### config.mk
export PLATFORM = sky130hd
export DESIGN_NAME = flash_cmd_decoder
export DESIGN_NICKNAME = d
export VERILOG_FILES = /design/src/rtl/flash_cmd_pkg.sv /design/src/rtl/fcd_match.sv /design/src/rtl/fcd_sequencer.sv /design/src/rtl/fcd_tracker.sv /design/src/rtl/fcd_target.sv /design/src/rtl/flash_cmd_decoder.sv
export SDC_FILE = /design/constraint.sdc
export NUM_CORES = 1
export LEC_CHECK = 0
export BUFFER_PORTS_ARGS = -buffer_cell sky130_fd_sc_hd__buf_4
export CAP_MARGIN = 10
export CORE_ASPECT_RATIO = 0.8
export CORE_MARGIN = 5
export CORE_UTILIZATION = 45
export CTS_CLUSTER_SIZE = 8
export DETAILED_ROUTE_END_ITERATION = 7
export GPL_TIMING_DRIVEN = 0
export PLACE_DENSITY = 0.76
export SYNTH_ARGS = -nofsm -noshare
export SYNTH_HDL_FRONTEND = slang
export SYNTH_SLANG_ARGS = --single-unit
### constraint.sdc
create_clock -name clk -period 2 [get_ports clk]
set_clock_uncertainty 0.15 [all_clocks]
set_input_delay 0 -clock clk [delete_from_list [all_inputs] [get_ports clk]]
set_output_delay 0 -clock clk [all_outputs]
set_load 0.005 [all_outputs]
### src/rtl/flash_cmd_pkg.sv
package flash_cmd_pkg;

  localparam int CMP_AW = 15;
  localparam int CMP_DW = 8;

  localparam logic [CMP_AW-1:0] K_ADDR_A = 15'h5555;
  localparam logic [CMP_AW-1:0] K_ADDR_B = 15'h2AAA;

  localparam logic [CMP_DW-1:0] K_D_UNL1 = 8'hAA;
  localparam logic [CMP_DW-1:0] K_D_UNL2 = 8'h55;
  localparam logic [CMP_DW-1:0] K_D_PGM  = 8'hA0;
  localparam logic [CMP_DW-1:0] K_D_ERS  = 8'h80;
  localparam logic [CMP_DW-1:0] K_D_ID   = 8'h90;
  localparam logic [CMP_DW-1:0] K_D_QRY  = 8'h98;
  localparam logic [CMP_DW-1:0] K_D_EXIT = 8'hF0;
  localparam logic [CMP_DW-1:0] K_D_CHIP = 8'h10;
  localparam logic [CMP_DW-1:0] K_D_SECT = 8'h30;
  localparam logic [CMP_DW-1:0] K_D_BLK  = 8'h50;

  typedef enum logic [2:0] {
    SQ_IDLE = 3'd0,
    SQ_U1   = 3'd1,
    SQ_U2   = 3'd2,
    SQ_PGM  = 3'd3,
    SQ_E3   = 3'd4,
    SQ_E4   = 3'd5,
    SQ_E5   = 3'd6
  } seq_t;

  typedef enum logic [1:0] {
    MD_READ  = 2'd0,
    MD_ID    = 2'd1,
    MD_QUERY = 2'd2
  } mode_t;

  typedef struct packed {
    logic addr_a;
    logic addr_b;
    logic d_unl1;
    logic d_unl2;
    logic d_pgm;
    logic d_ers;
    logic d_id;
    logic d_qry;
    logic d_exit;
    logic d_chip;
    logic d_sect;
    logic d_blk;
  } match_t;

  typedef struct packed {
    logic prog;
    logic sect;
    logic blk;
    logic chip;
    logic id;
    logic query;
    logic leave;
  } req_t;

endpackage

### src/rtl/fcd_match.sv
module fcd_match
  import flash_cmd_pkg::*;
(
  input  logic [CMP_AW-1:0] cmp_addr,
  input  logic [CMP_DW-1:0] cmp_data,
  output match_t            hit
);

  always_comb begin
    hit.addr_a = (cmp_addr == K_ADDR_A);
    hit.addr_b = (cmp_addr == K_ADDR_B);
    hit.d_unl1 = (cmp_data == K_D_UNL1);
    hit.d_unl2 = (cmp_data == K_D_UNL2);
    hit.d_pgm  = (cmp_data == K_D_PGM);
    hit.d_ers  = (cmp_data == K_D_ERS);
    hit.d_id   = (cmp_data == K_D_ID);
    hit.d_qry  = (cmp_data == K_D_QRY);
    hit.d_exit = (cmp_data == K_D_EXIT);
    hit.d_chip = (cmp_data == K_D_CHIP);
    hit.d_sect = (cmp_data == K_D_SECT);
    hit.d_blk  = (cmp_data == K_D_BLK);
  end

endmodule

### src/rtl/fcd_sequencer.sv
module fcd_sequencer
  import flash_cmd_pkg::*;
(
  input  logic   clk,
  input  logic   rst_n,
  input  logic   wr_stb,
  input  logic   busy,
  input  match_t hit,
  output req_t   req_nxt,
  output logic   abort_nxt,
  output req_t   req_q
);

  seq_t st_q, st_d;
  logic accept;

  assign accept = wr_stb & ~busy;

  always_comb begin
    st_d      = st_q;
    req_nxt   = '0;
    abort_nxt = 1'b0;
    if (accept) begin
      unique case (st_q)
        SQ_IDLE: begin
          if (hit.addr_a && hit.d_unl1) st_d = SQ_U1;
          else if (hit.d_exit)          req_nxt.leave = 1'b1;
        end
        SQ_U1: begin
          if (hit.addr_b && hit.d_unl2) st_d = SQ_U2;
          else begin
            st_d      = SQ_IDLE;
            abort_nxt = 1'b1;
          end
        end
        SQ_U2: begin
          st_d = SQ_IDLE;
          if (!hit.addr_a)     abort_nxt     = 1'b1;
          else if (hit.d_pgm)  st_d          = SQ_PGM;
          else if (hit.d_ers)  st_d          = SQ_E3;
          else if (hit.d_id)   req_nxt.id    = 1'b1;
          else if (hit.d_qry)  req_nxt.query = 1'b1;
          else if (hit.d_exit) req_nxt.leave = 1'b1;
          else                 abort_nxt     = 1'b1;
        end
        SQ_PGM: begin
          st_d         = SQ_IDLE;
          req_nxt.prog = 1'b1;
        end
        SQ_E3: begin
          if (hit.addr_a && hit.d_unl1) st_d = SQ_E4;
          else begin
            st_d      = SQ_IDLE;
            abort_nxt = 1'b1;
          end
        end
        SQ_E4: begin
          if (hit.addr_b && hit.d_unl2) st_d = SQ_E5;
          else begin
            st_d      = SQ_IDLE;
            abort_nxt = 1'b1;
          end
        end
        SQ_E5: begin
          st_d = SQ_IDLE;
          if (hit.d_chip && hit.addr_a) req_nxt.chip = 1'b1;
          else if (hit.d_sect)          req_nxt.sect = 1'b1;
          else if (hit.d_blk)           req_nxt.blk  = 1'b1;
          else                          abort_nxt    = 1'b1;
        end
        default: st_d = SQ_IDLE;
      endcase
    end
  end

  always_ff @(posedge clk or negedge rst_n) begin
    if (!rst_n) begin
      st_q  <= SQ_IDLE;
      req_q <= '0;
    end else begin
      st_q  <= st_d;
      req_q <= req_nxt;
    end
  end

endmodule

### src/rtl/fcd_tracker.sv
module fcd_tracker
  import flash_cmd_pkg::*;
(
  input  logic  clk,
  input  logic  rst_n,
  input  req_t  req_nxt,
  input  logic  abort_nxt,
  input  logic  op_done,
  output mode_t mode_q,
  output logic  busy_q
);

  mode_t mode_d;
  logic  mode_en;
  logic  busy_d;
  logic  busy_en;
  logic  issue;

  assign issue = req_nxt.prog | req_nxt.sect | req_nxt.blk | req_nxt.chip;

  always_comb begin
    mode_en = abort_nxt | req_nxt.leave | req_nxt.id | req_nxt.query;
    if (req_nxt.id)         mode_d = MD_ID;
    else if (req_nxt.query) mode_d = MD_QUERY;
    else                    mode_d = MD_READ;
  end

  always_comb begin
    busy_en = issue | op_done;
    busy_d  = issue;
  end

  always_ff @(posedge clk or negedge rst_n) begin
    if (!rst_n) begin
      mode_q <= MD_READ;
      busy_q <= 1'b0;
    end else begin
      if (mode_en) mode_q <= mode_d;
      if (busy_en) busy_q <= busy_d;
    end
  end

endmodule

### src/rtl/fcd_target.sv
module fcd_target #(
  parameter int ADDR_W = 21,
  parameter int DATA_W = 16
) (
  input  logic              clk,
  input  logic              rst_n,
  input  logic              capture,
  input  logic [ADDR_W-1:0] wr_addr,
  input  logic [DATA_W-1:0] wr_data,
  output logic [ADDR_W-1:0] tgt_addr,
  output logic [DATA_W-1:0] tgt_data
);

  always_ff @(posedge clk or negedge rst_n) begin
    if (!rst_n) begin
      tgt_addr <= '0;
      tgt_data <= '0;
    end else if (capture) begin
      tgt_addr <= wr_addr;
      tgt_data <= wr_data;
    end
  end

endmodule

### src/rtl/flash_cmd_decoder.sv
module flash_cmd_decoder
  import flash_cmd_pkg::*;
#(
  parameter int ADDR_W   = 21,
  parameter int DATA_W   = 16,
  parameter int SECT_LSB = 11,
  parameter int BLK_LSB  = 15
) (
  input  logic                       clk,
  input  logic                       rst_n,
  input  logic                       wr_stb,
  input  logic [ADDR_W-1:0]          wr_addr,
  input  logic [DATA_W-1:0]          wr_data,
  input  logic                       op_done,
  output logic                       req_program,
  output logic                       req_sector_erase,
  output logic                       req_block_erase,
  output logic                       req_chip_erase,
  output logic                       req_id_enter,
  output logic                       req_query_enter,
  output logic                       req_exit,
  output logic [ADDR_W-1:0]          tgt_addr,
  output logic [DATA_W-1:0]          tgt_data,
  output logic [ADDR_W-SECT_LSB-1:0] sector_sel,
  output logic [ADDR_W-BLK_LSB-1:0]  block_sel,
  output logic [1:0]                 mode,
  output logic                       busy
);

  localparam int SECT_W = ADDR_W - SECT_LSB;
  localparam int BLK_W  = ADDR_W - BLK_LSB;

  match_t hit;
  req_t   req_nxt;
  req_t   req_q;
  logic   abort_nxt;
  mode_t  mode_q;
  logic   busy_q;
  logic   capture;

  fcd_match u_match (
    .cmp_addr (wr_addr[CMP_AW-1:0]),
    .cmp_data (wr_data[CMP_DW-1:0]),
    .hit      (hit)
  );

  fcd_sequencer u_seq (
    .clk       (clk),
    .rst_n     (rst_n),
    .wr_stb    (wr_stb),
    .busy      (busy_q),
    .hit       (hit),
    .req_nxt   (req_nxt),
    .abort_nxt (abort_nxt),
    .req_q     (req_q)
  );

  fcd_tracker u_trk (
    .clk       (clk),
    .rst_n     (rst_n),
    .req_nxt   (req_nxt),
    .abort_nxt (abort_nxt),
    .op_done   (op_done),
    .mode_q    (mode_q),
    .busy_q    (busy_q)
  );

  assign capture = req_nxt.prog | req_nxt.sect | req_nxt.blk | req_nxt.chip;

  fcd_target #(
    .ADDR_W (ADDR_W),
    .DATA_W (DATA_W)
  ) u_tgt (
    .clk      (clk),
    .rst_n    (rst_n),
    .capture  (capture),
    .wr_addr  (wr_addr),
    .wr_data  (wr_data),
    .tgt_addr (tgt_addr),
    .tgt_data (tgt_data)
  );

  assign sector_sel       = tgt_addr[SECT_LSB +: SECT_W];
  assign block_sel        = tgt_addr[BLK_LSB +: BLK_W];
  assign req_program      = req_q.prog;
  assign req_sector_erase = req_q.sect;
  assign req_block_erase  = req_q.blk;
  assign req_chip_erase   = req_q.chip;
  assign req_id_enter     = req_q.id;
  assign req_query_enter  = req_q.query;
  assign req_exit         = req_q.leave;
  assign mode             = mode_q;
  assign busy             = busy_q;

endmodule

==> summary.txt, run 1 <==
final cell count without fillers -> 418
vias -> 2107
Critical Path Start Type -> primary input
Worst-Margin Slew -> 0.621 ns
crit path DAT -> 1.97 ns
I/O Buffers -> 102
Net Sw Frac -> 0.218
TritonCTS Buffers -> 5
DP Worst Slack -> 0.0340 ns
Crit path required time -> 2.04 ns
initial antenna violation count -> 0
final net count -> 393
leak pwr -> 2.09 nW
XOR/XNOR Fraction of Synth Area -> 0.00359
ys async rst share -> 1.00
Post-Synth Adder-Cell Area -> 0
P per Cell Area -> 489 mW/mm^2
fin crit period -> 1.93 ns
drt drc -> 0
die area -> 0.00701 sq mm
CTS tree -> built
Root Buffer -> clkbuf_8
Reg clk slew, reported paths -> 0.09 ns
nature of the critical path endpoint -> flip-flop
# setup viols final -> 0
top cells by count, synth -> dfrtp_1, mux2_2, buf_4, nand2_1, nor2_1
DP Area -> 0.00329 sq mm
Starting DRT DRC Count -> 114
total clock sinks -> 50
simple-gate area share of the yosys netlist -> 0.170
Final Slew Violations -> 0
GRT Util Overall -> 0.204
vias in the first global route -> 2269
core area -> 0.00535 sq mm
Tcrit/Tclk final -> 0.964
yosys warns -> 0
Area Overhead vs Synth -> 60.8%
hold crit path type -> primary input to flip-flop
Synth cell types -> 45
number of flops mapped to enable cells by yosys -> 0
Post-Route WL -> 6.97 mm
post-synth top area share -> 0.513
Cells after Synth -> 202
Fillers -> 375
VDD IR-drop max -> 0.385 mV
most frequent cell after synthesis -> dfrtp_1
gr ovfl total -> 0
Post-DRT Antenna Nets -> 0
final instance area -> 0.00393 sq mm
slowest CP cell -> dlygate4sd3_1
FF-to-FF Start -> u_seq.st_q[0]
H-tree levels -> 2
Flop pwr share -> 0.527
Area contributors post-synth -> dfrtp_1, mux2_2, buf_4, mux2_4, nand2_1
share of post-route cells with drive strength above 1 -> 0.541
1st-pass router iterations -> 4
std cell rows -> 24
Hold Slack -> 0.0597 ns
CP peak stage delay -> 0.54 ns
relative slew slack -> 0.586
routed len/inst -> 16.7 microns
syn_nets -> 243
total power -> 1.92 mW
largest net degree at the start of global routing -> 51
switching pwr -> 419 uW
PnR worst setup slack -> 0.0715 ns
n_diodes -> 0
HP Start -> wr_data[1]
Cells after DPL -> 369
Synth Area in Compound Gates -> 0.0518
max cap viols -> 0
design internal power -> 1.50 mW
Primary FF master, synth -> dfrtp_1
fmax -> 0.519 GHz
Bufs on Longest Clock Path -> 2
#FFs+latches synth -> 50
CP cell instances -> dlygate4sd3_1, buf_4, buf_4, nand2_1, nand4b_1, a21oi_4, a21oi_4, buf_6, buf_6, mux2_4
final hold vios -> 0
Clock Power Share -> 0.366
mux contribution to synthesized area -> 0.177
Util after Layout -> 0.734
post-synthesis sequential area ratio -> 0.513
Synth area leader -> dfrtp_1
GP Congestion -> 0.863
area of the mapped netlist -> 0.00244 sq mm
crit path from -> wr_data[6]
die width -> 92.3 microns
HPWL Detailed -> 4.69 mm
IO Pins -> 104
die extent in y -> 75.9 microns
Starting Density -> 0.457
critical path type -> primary input to flip-flop
routed vias/inst -> 5.04
status -> completed
Clock Latency Late Sink -> 0.30 ns
Max FO, Critical Path -> 10
Comb power frac -> 0.108
first-pass GRT wire length -> 11.2 mm
largest family of logic cells by synthesized area -> multiplexers
setup_tns -> 0 ns
Syn Area/Cell -> 12.1 sq um
-- sequential cells by signal, summed over array words and instances (netlist names) --
name / count
u_trk.mode_q: 2
u_tgt.tgt_data: 16
u_seq.req_q: 7
u_trk.busy_q: 1
u_tgt.tgt_addr: 21
u_seq.st_q: 3
-- final cells by class --
class	instances	area, sq um	share of cell area
clock inverter	3	40.0	0.0102
tap	65	81.3	0.0207
buffer	26	194	0.0494
timing repair buffer	144	1200	0.306
sequential	50	1250	0.319
clock buffer	5	68.8	0.0175
inverter	6	22.5	0.00574
multi-input combinational	119	1070	0.272
-- logic make-up after synthesis --
family / Yosys count
buf+inv: 33
mux: 36
compound gates: 19
simple gates: 63
xor+xnor: 1
flops: 50
-- per-layer routing --
metal	vias to the layer above	global-route usage	wire length, microns	share of wire
met5	-	0	0	0
met4	0	0.0593	89	0.013
met3	10	0.0563	574	0.082
met2	93	0.347	3290	0.47
met1	998	0.259	3010	0.43
li1	1006	-	-	-
-- final timing paths --
check | slack (ns) | endpoint | cells after the start
max | 0.07 | u_tgt.tgt_addr[0] | 10
min | 0.06 | u_seq.req_q[0] | 6
max reg2reg | 0.10 | u_tgt.tgt_addr[0] | 8
min reg2reg | 0.36 | u_tgt.tgt_data[1] | 2
max in group asynchronous | 1.18 | u_seq.req_q[3] | 2
min in group asynchronous | 0.10 | u_seq.req_q[0] | 2
-- power groups by stage --
| stage | sequential (mW) | combinational, mW | clock (mW) |
|---|---|---|---|
| after global placement | 1.03 | 0.132 | 0 |
| after floorplan | 1.03 | 0.0335 | 0 |
| after detailed placement | 1.03 | 0.135 | 0 |
| after CTS | 1.01 | 0.198 | 0.713 |
| final | 1.01 | 0.206 | 0.702 |
| after global routing | 1.01 | 0.225 | 0.757 |
-- critical path, delay by kind of cell --
| family | cells | cell delay [ns] |
|---|---|---|
| AOI/OAI and AO/OA | 2 | 0.30 |
| muxes | 1 | 0.30 |
| buffers and inverters | 5 | 1.13 |
| and+or+nand+nor | 2 | 0.22 |
-- placed cells by master (no fill, tap or decap), types with 3 or more instances in the layout --
cell / synthesis / routed
a21oi_1: 3 / 3
and4bb_2: 3 / 3
nor4b_1: 3 / 3
mux2_4: 7 / 7
buf_2: 6 / 3
nand2_1: 11 / 11
nand2b_1: 3 / 3
o21ai_0: 5 / 3
buf_6: 2 / 3
nor2_1: 8 / 6
dfrtp_1: 50 / 50
o21ai_1: 2 / 4
mux2_2: 29 / 29
nand3_1: 7 / 6
inv_1: 6 / 6
buf_4: 16 / 120
dlygate4sd3_1: 0 / 39
nor3_1: 5 / 4
clkbuf_8: 0 / 5
-- timing repair --
item	CTS	global route
endpoints found under the hold margin	94	0
resized for setup	0	27
setup buffers	0	3
setup endpoints to repair	0	31
hold buffers	41	0
(Power assumes the default switching activity.)
==> inputs of run 2 (changes only) <==
- ABC_AREA: unset -> 1
- CAP_MARGIN: 10 -> unset
- PLACE_DENSITY: 0.76 -> 0.74
==> run 2 against run 1 <==
Against the previous run: die area rose by 12%; combinational power rose to 3.0 times the previous value; non-clock buffer count fell by 4; core utilization fell by 4.0 points; clock power fell by 17%; fmax rose by 3.2%; highest routed layer unchanged.
==> summary.txt, run 2 <==
total clock sinks -> 50 (unchanged)
n_diodes -> 0 (unchanged)
I/O Buffers -> 103 (+0.98%)
P per Cell Area -> 568 mW/mm^2 (+16%)
wire length on met2 -> 3.90 mm (+19%)
status -> completed
vias in the first global route -> 2740 (+21%)
CP bufs+invs -> 4 (-1)
crit path from -> wr_addr[9]
Max FO, Critical Path -> 10 (unchanged)
yosys warns -> 0 (unchanged)
Tcrit/Tclk final -> 0.934 (-0.0303)
first-pass GRT wire length -> 13.6 mm (+22%)
vias -> 2746 (+30%)
H-tree levels -> 2 (unchanged)
leak pwr -> 2.31 nW (+10%)
die area -> 0.00783 sq mm (+12%)
Starting Density -> 0.466 (+0.00899)
die extent in y -> 80.1 microns (+5.6%)
Primary FF master, synth -> dfrtp_1
slowest CP cell -> dlygate4sd3_1
max cap viols -> 0 (unchanged)
Starting DRT DRC Count -> 141 (+24%)
critical path type -> primary input to flip-flop
Biggest register -> u_tgt.tgt_addr
Fillers -> 479 (+28%)
final net count -> 544 (+38%)
setup_tns -> 0 ns (unchanged)
Cells after DPL -> 537 (+46%)
GRT Util Overall -> 0.218 (+0.0139)
top cells by count, synth -> nand2_1, dfrtp_1, nor2_1, inv_1, buf_4
gr ovfl total -> 0 (unchanged)
std cell rows -> 25 (+4.2%)
registers with the most flip-flops -> u_tgt.tgt_addr (21), u_tgt.tgt_data (16), u_seq.req_q (7)
Util after Layout -> 0.694 (-0.0402)
area of the mapped netlist -> 0.00277 sq mm (+13%)
DR WL met3 -> 574 microns (unchanged)
FF-to-FF Start -> u_trk.busy_q
nature of the critical path endpoint -> flip-flop
DP Worst Slack -> 0.211 ns (+0.177 ns)
ys async rst share -> 1.00 (unchanged)
initial antenna violation count -> 0 (unchanged)
Crit path required time -> 2.05 ns (about the same)
CTS tree -> built
Root Buffer -> clkbuf_8
final instance area -> 0.00413 sq mm (+5.1%)
hold crit path type -> primary input to async pin
Reg clk slew, reported paths -> 0.09 ns (about the same)
unrepaired setup endpoints after global routing -> no
drt drc -> 0 (unchanged)
Syn Area/Cell -> 7.84 sq um (-35%)
most frequent cell after synthesis -> nand2_1
die width -> 97.7 microns (+5.8%)
DP Area -> 0.00364 sq mm (+11%)
Post-Route WL -> 8.14 mm (+17%)
storage element area -> 0.00125 sq mm (unchanged)
fin crit period -> 1.87 ns (-0.0606 ns)
Area contributors post-synth -> dfrtp_1, nand2_1, nor2_1, buf_4, inv_1
crit-path leading delay family -> simple AND/OR/NAND/NOR gates
# setup viols final -> 0 (unchanged)
TritonCTS Buffers -> 5 (unchanged)
core area -> 0.00594 sq mm (+11%)
largest net degree at the start of global routing -> 51 (unchanged)
VDD IR-drop max -> 0.369 mV (-4.2%)
routed vias/inst -> 4.70 (-6.7%)
final cell count without fillers -> 584 (+40%)
relative slew slack -> 0.586 (about the same)
area of the multi-input gates -> 0.00116 sq mm (+8.8%)
Clock Latency Late Sink -> 0.30 ns (about the same)
Cells after Synth -> 353 (+75%)
PnR worst setup slack -> 0.132 ns (+0.0606 ns)
final hold vios -> 0 (unchanged)
critical path's most frequent cell -> nand2_1
routed len/inst -> 13.9 microns (-16%)
Synth cell types -> 31 (-31%)
post-synthesis sequential area ratio -> 0.452 (-0.0605)
CP peak stage delay -> 0.55 ns (about the same)
total power -> 2.34 mW (+22%)
fmax -> 0.535 GHz (+3.2%)
HPWL Detailed -> 5.54 mm (+18%)
number of flops mapped to enable cells by yosys -> 0 (unchanged)
Bufs on Longest Clock Path -> 2 (unchanged)
syn_nets -> 394 (+62%)
Area Overhead vs Synth -> 49.1%
Worst-Margin Slew -> 0.621 ns (+0.000579 ns)
CP cell instances -> dlygate4sd3_1, buf_4, nor2_1, nand2_1, nor2_2, nand2_1, nor2_2, nand2_2, nand2_4, inv_6, buf_6, nand2_1, nand2_1
Hold Slack -> 0.104 ns (+0.0445 ns)
post-synth top area share -> 0.452 (-0.0605)
1st-pass router iterations -> 4 (unchanged)
crit path DAT -> 1.92 ns (-0.05 ns)
commonest non-fill, non-tap cell in the layout -> nand2_1
Critical Path Start Type -> primary input
Synth area leader -> dfrtp_1
share of post-route cells with drive strength above 1 -> 0.364 (-0.177)
GP Congestion -> 0.884 (+2.5%)
IO Pins -> 104 (unchanged)
M1 WL -> 3.59 mm (+19%)
highest routing layer actually used -> met4
Post-DRT Antenna Nets -> 0 (unchanged)
most frequent cells in the layout -> nand2_1, buf_4, dfrtp_1
Largest register FFs -> 21 (unchanged)
#FFs+latches synth -> 50 (unchanged)
Final Slew Violations -> 0 (unchanged)
[run 2: cell count changes in the layout (fill, tap and decap cells not counted), sizes merged, moves of 4 or more]
cell   delta
nand2   +132
nor2     +40
mux2     -36
inv      +34
nand3     +9
o21ai     +9
nand4     +4
[run 2: final timing paths]
check | slack [ns] | end | depth (start not counted)
worst max-delay path | 0.13 | u_tgt.tgt_data[8] | 13
worst min-delay path | 0.10 | u_tgt.tgt_addr[17] | 2
worst max register to register | 0.15 | u_tgt.tgt_data[8] | 10
worst min register to register | 0.33 | u_tgt.tgt_data[12] | 2
max in group asynchronous | 1.17 | u_tgt.tgt_data[2] | 2
min in group clk | 0.30 | u_tgt.tgt_addr[18] | 4
[run 2: layout make-up]
cell class	instances	share of cell area
clock buffers	5	0.0167
flip-flops and latches	50	0.303
clock inverters	2	0.00334
repair buffers	143	0.285
inverters	39	0.0373
plain buffers	23	0.0491
multi-input cells	241	0.281
well taps	81	0.0246
[run 2: worst reg2reg max path: cells and delay by family, from the launching register on]
kind | cells | cell delay, ns
buf+inv | 4 | 0.48
simple gates | 6 | 0.74
flops | 1 | 0.37
[run 2: timing repair]
| action | in CTS | in global routing |
|---|---|---|
| hold buffers | 40 | 0 |
| buffers inserted | 0 | 0 |
| gates resized for setup | 0 | 0 |
| endpoints found under the hold margin | 91 | 0 |
[run 2: routing by layer]
layer	GRT usage	vias up
met3	0.0451	7
met5	0	-
met1	0.279	1279
met2	0.381	98
met4	0.0498	0
li1	-	1362
[run 2: power breakdown]
part           total (mW)  switching (mW)  internal [mW]
clock               0.586           0.343          0.242
sequential           1.14          0.0602           1.08
combinational       0.613           0.284          0.329
[run 2: kinds of logic after synthesis]
kind of cell    count (synthesis)  share of synthesized area
simple gates                  220                      0.361
compound gates                 21                     0.0583
buf+inv                        62                      0.129
flops                          50                      0.452
==> inputs of run 3 (changes only) <==
- CORE_UTILIZATION: 45 -> 47
- CTS_CLUSTER_SIZE: 8 -> 40
- PLACE_DENSITY: 0.74 -> 0.77
- REMOVE_ABC_BUFFERS: unset -> 1
==> run 3 against run 2 <==
Against the previous run: cell area down 2.9%; sequential power is essentially flat; fmax up 1.7%; global-route usage fell by 1.6 points; die area is 3.8% lower; power fell by 2.9%; register-to-register slack better by 0.02 ns; critical path depth down 1.
==> summary.txt, run 3 (synthesis results as in run 2) <==
Comb power frac -> 0.248 (-0.014)
most frequent cells in the layout -> nand2_1, buf_4, dfrtp_1
Post-Route WL -> 7.48 mm (-8.0%)
Bufs on Longest Clock Path -> 2 (unchanged)
Critical Path Start Type -> primary input
Crit path required time -> 2.05 ns (about the same)
Net Sw Frac -> 0.288 (-0.00576)
relative slew slack -> 0.579 (-0.00683)
IO Pins -> 104 (unchanged)
fmax -> 0.544 GHz (+1.7%)
critical path type -> primary input to flip-flop
status -> completed
DP Area -> 0.00344 sq mm (-5.6%)
nature of the critical path endpoint -> flip-flop
Starting Density -> 0.476 (+0.0100)
fin crit period -> 1.84 ns (-0.0309 ns)
slowest CP cell -> dlygate4sd3_1
P per Cell Area -> 568 mW/mm^2 (about the same)
Clock Power Share -> 0.251 (about the same)
n_diodes -> 0 (unchanged)
Reg clk slew, reported paths -> 0.08 ns (about the same)
Root Buffer -> clkbuf_8
max cap viols -> 0 (unchanged)
Max FO, Critical Path -> 25 (+15)
total clock sinks -> 50 (unchanged)
Worst-Margin Slew -> 0.631 ns (+0.0102 ns)
CTS tree -> built
Tcrit/Tclk final -> 0.919 (-0.0154)
Final Slew Violations -> 0 (unchanged)
Post-DRT Antenna Nets -> 0 (unchanged)
share of post-route cells with drive strength above 1 -> 0.340 (-0.0236)
switching pwr -> 655 uW (-4.8%)
VDD IR-drop max -> 0.268 mV (-28%)
std cell rows -> 25 (unchanged)
GRT Util Overall -> 0.202 (-0.0159)
commonest non-fill, non-tap cell in the layout -> nand2_1
TritonCTS Buffers -> 5 (unchanged)
crit path DAT -> 1.89 ns (-0.03 ns)
total power -> 2.28 mW (-2.9%)
1st-pass router iterations -> 5 (+1)
# setup viols final -> 0 (unchanged)
die area -> 0.00753 sq mm (-3.8%)
die width -> 95.8 microns (-1.9%)
drt drc -> 0 (unchanged)
crit-path leading delay family -> buffers and inverters
critical path's most frequent cell -> nand2_2
CP peak stage delay -> 0.54 ns (about the same)
die extent in y -> 78.6 microns (-1.9%)
gr ovfl total -> 0 (unchanged)
final cell count without fillers -> 566 (-3.1%)
Starting DRT DRC Count -> 129 (-8.5%)
final instance area -> 0.00401 sq mm (-2.9%)
Fillers -> 483 (+0.84%)
routed len/inst -> 13.2 microns (-5.1%)
design internal power -> 1.62 mW (-2.1%)
Area Overhead vs Synth -> 44.7%
initial antenna violation count -> 0 (unchanged)
leak pwr -> 2.21 nW (-4.3%)
registers with the most flip-flops -> u_tgt.tgt_addr (21), u_tgt.tgt_data (16), u_seq.req_q (7)
GP Congestion -> 0.841 (-4.9%)
setup_tns -> 0 ns (unchanged)
Largest register FFs -> 21 (unchanged)
final hold vios -> 0 (unchanged)
Clock Latency Late Sink -> 0.31 ns (about the same)
core area -> 0.00582 sq mm (-2.1%)
H-tree levels -> 2 (unchanged)
unrepaired setup endpoints after global routing -> no
vias -> 2645 (-3.7%)
first-pass GRT wire length -> 12.0 mm (-12%)
vias in the first global route -> 2600 (-5.1%)
Biggest register -> u_tgt.tgt_addr
CP cell instances -> dlygate4sd3_1, buf_4, nor2_4, nand2_4, inv_4, nand3_1, nor2_2, nand2_2, nand2_8, clkinv_8, nand2_2, o21ai_2
Cells after DPL -> 514 (-4.3%)
CP bufs+invs -> 4 (unchanged)
largest net degree at the start of global routing -> 51 (unchanged)
hold crit path type -> primary input to flip-flop
routed vias/inst -> 4.67 (-0.61%)
HPWL Detailed -> 5.02 mm (-9.4%)
I/O Buffers -> 103 (unchanged)
final net count -> 526 (-3.3%)
Flop pwr share -> 0.501 (+0.013)
[run 3: cell types whose count changed in the layout (fill, tap and decap cells not counted), moves of 2 or more]
cell	change
buf_6	-2
buf_8	-3
inv_6	-2
buf_4	-15
[run 3: power groups by stage]
stage / logic [mW] / clock network (mW) / registers [mW]
floorplan: 0.208 / 0 / 1.16
global placement: 0.491 / 0 / 1.15
detailed placement: 0.500 / 0 / 1.16
CTS: 0.564 / 0.589 / 1.14
global route: 0.627 / 0.633 / 1.15
finish: 0.564 / 0.570 / 1.14
[run 3: worst paths after layout]
kind                                   start                 end  slack, ns  cells after the start
max reg2reg                    u_seq.st_q[1]  u_tgt.tgt_data[13]       0.17                      9
min                              wr_addr[11]      u_seq.req_q[1]       0.06                      6
min in group asynchronous              rst_n  u_tgt.tgt_addr[19]       0.10                      2
max in group asynchronous              rst_n      u_seq.req_q[6]       1.17                      2
max                               wr_data[1]   u_tgt.tgt_data[5]       0.16                     12
min reg2reg                u_tgt.tgt_addr[2]   u_tgt.tgt_addr[2]       0.33                      2
[run 3: per-layer routing]
metal / up-vias / global-route usage / wire length (microns)
met4: 0 / 0.0497 / 79
li1: 1335 / - / -
met2: 95 / 0.348 / 3530
met3: 7 / 0.0469 / 663
met5: - / 0 / 0
met1: 1208 / 0.254 / 3200
[run 3: worst min-delay path, delay by kind of cell]
kind | cells | cell delay [ns]
and+or+nand+nor | 4 | 0.34
buffers and inverters | 2 | 0.14
[run 3: through the flow]
step / hold WS [ns] / util / setup slack, ns
final: 0.0602 / 0.688 / 0.163
after global routing: 0.0786 / 0.688 / 0.0146
after CTS: 0.0524 / 0.678 / 0.00199
after detailed placement: -0.0855 / 0.591 / -0.187
after global placement: -0.0884 / 0.591 / -0.128
after floorplan: -0.446 / - / 0.166
[run 3: final cells by class]
cell class                      count  area, sq um  share of cell area
Clock inverter                      1         7.51             0.00187
Clock buffer                        6         72.6              0.0181
Multi-Input combinational cell    242         1180               0.295
Inverter                           39          165              0.0412
Timing Repair Buffer              146         1210               0.302
Tap cell                           81          101              0.0253
Sequential cell                    50         1250               0.312
Timing Repair inverter              1         16.3             0.00406
[run 3: repair_timing]
item                       4_1_cts  5_1_grt
setup buffers                    0        3
gates resized for setup          4        3
setup endpoints to repair       38       38
hold endpoints to repair        91        0
cloned                           1        1
pin swaps                        0        2
hold buffers                    40        0
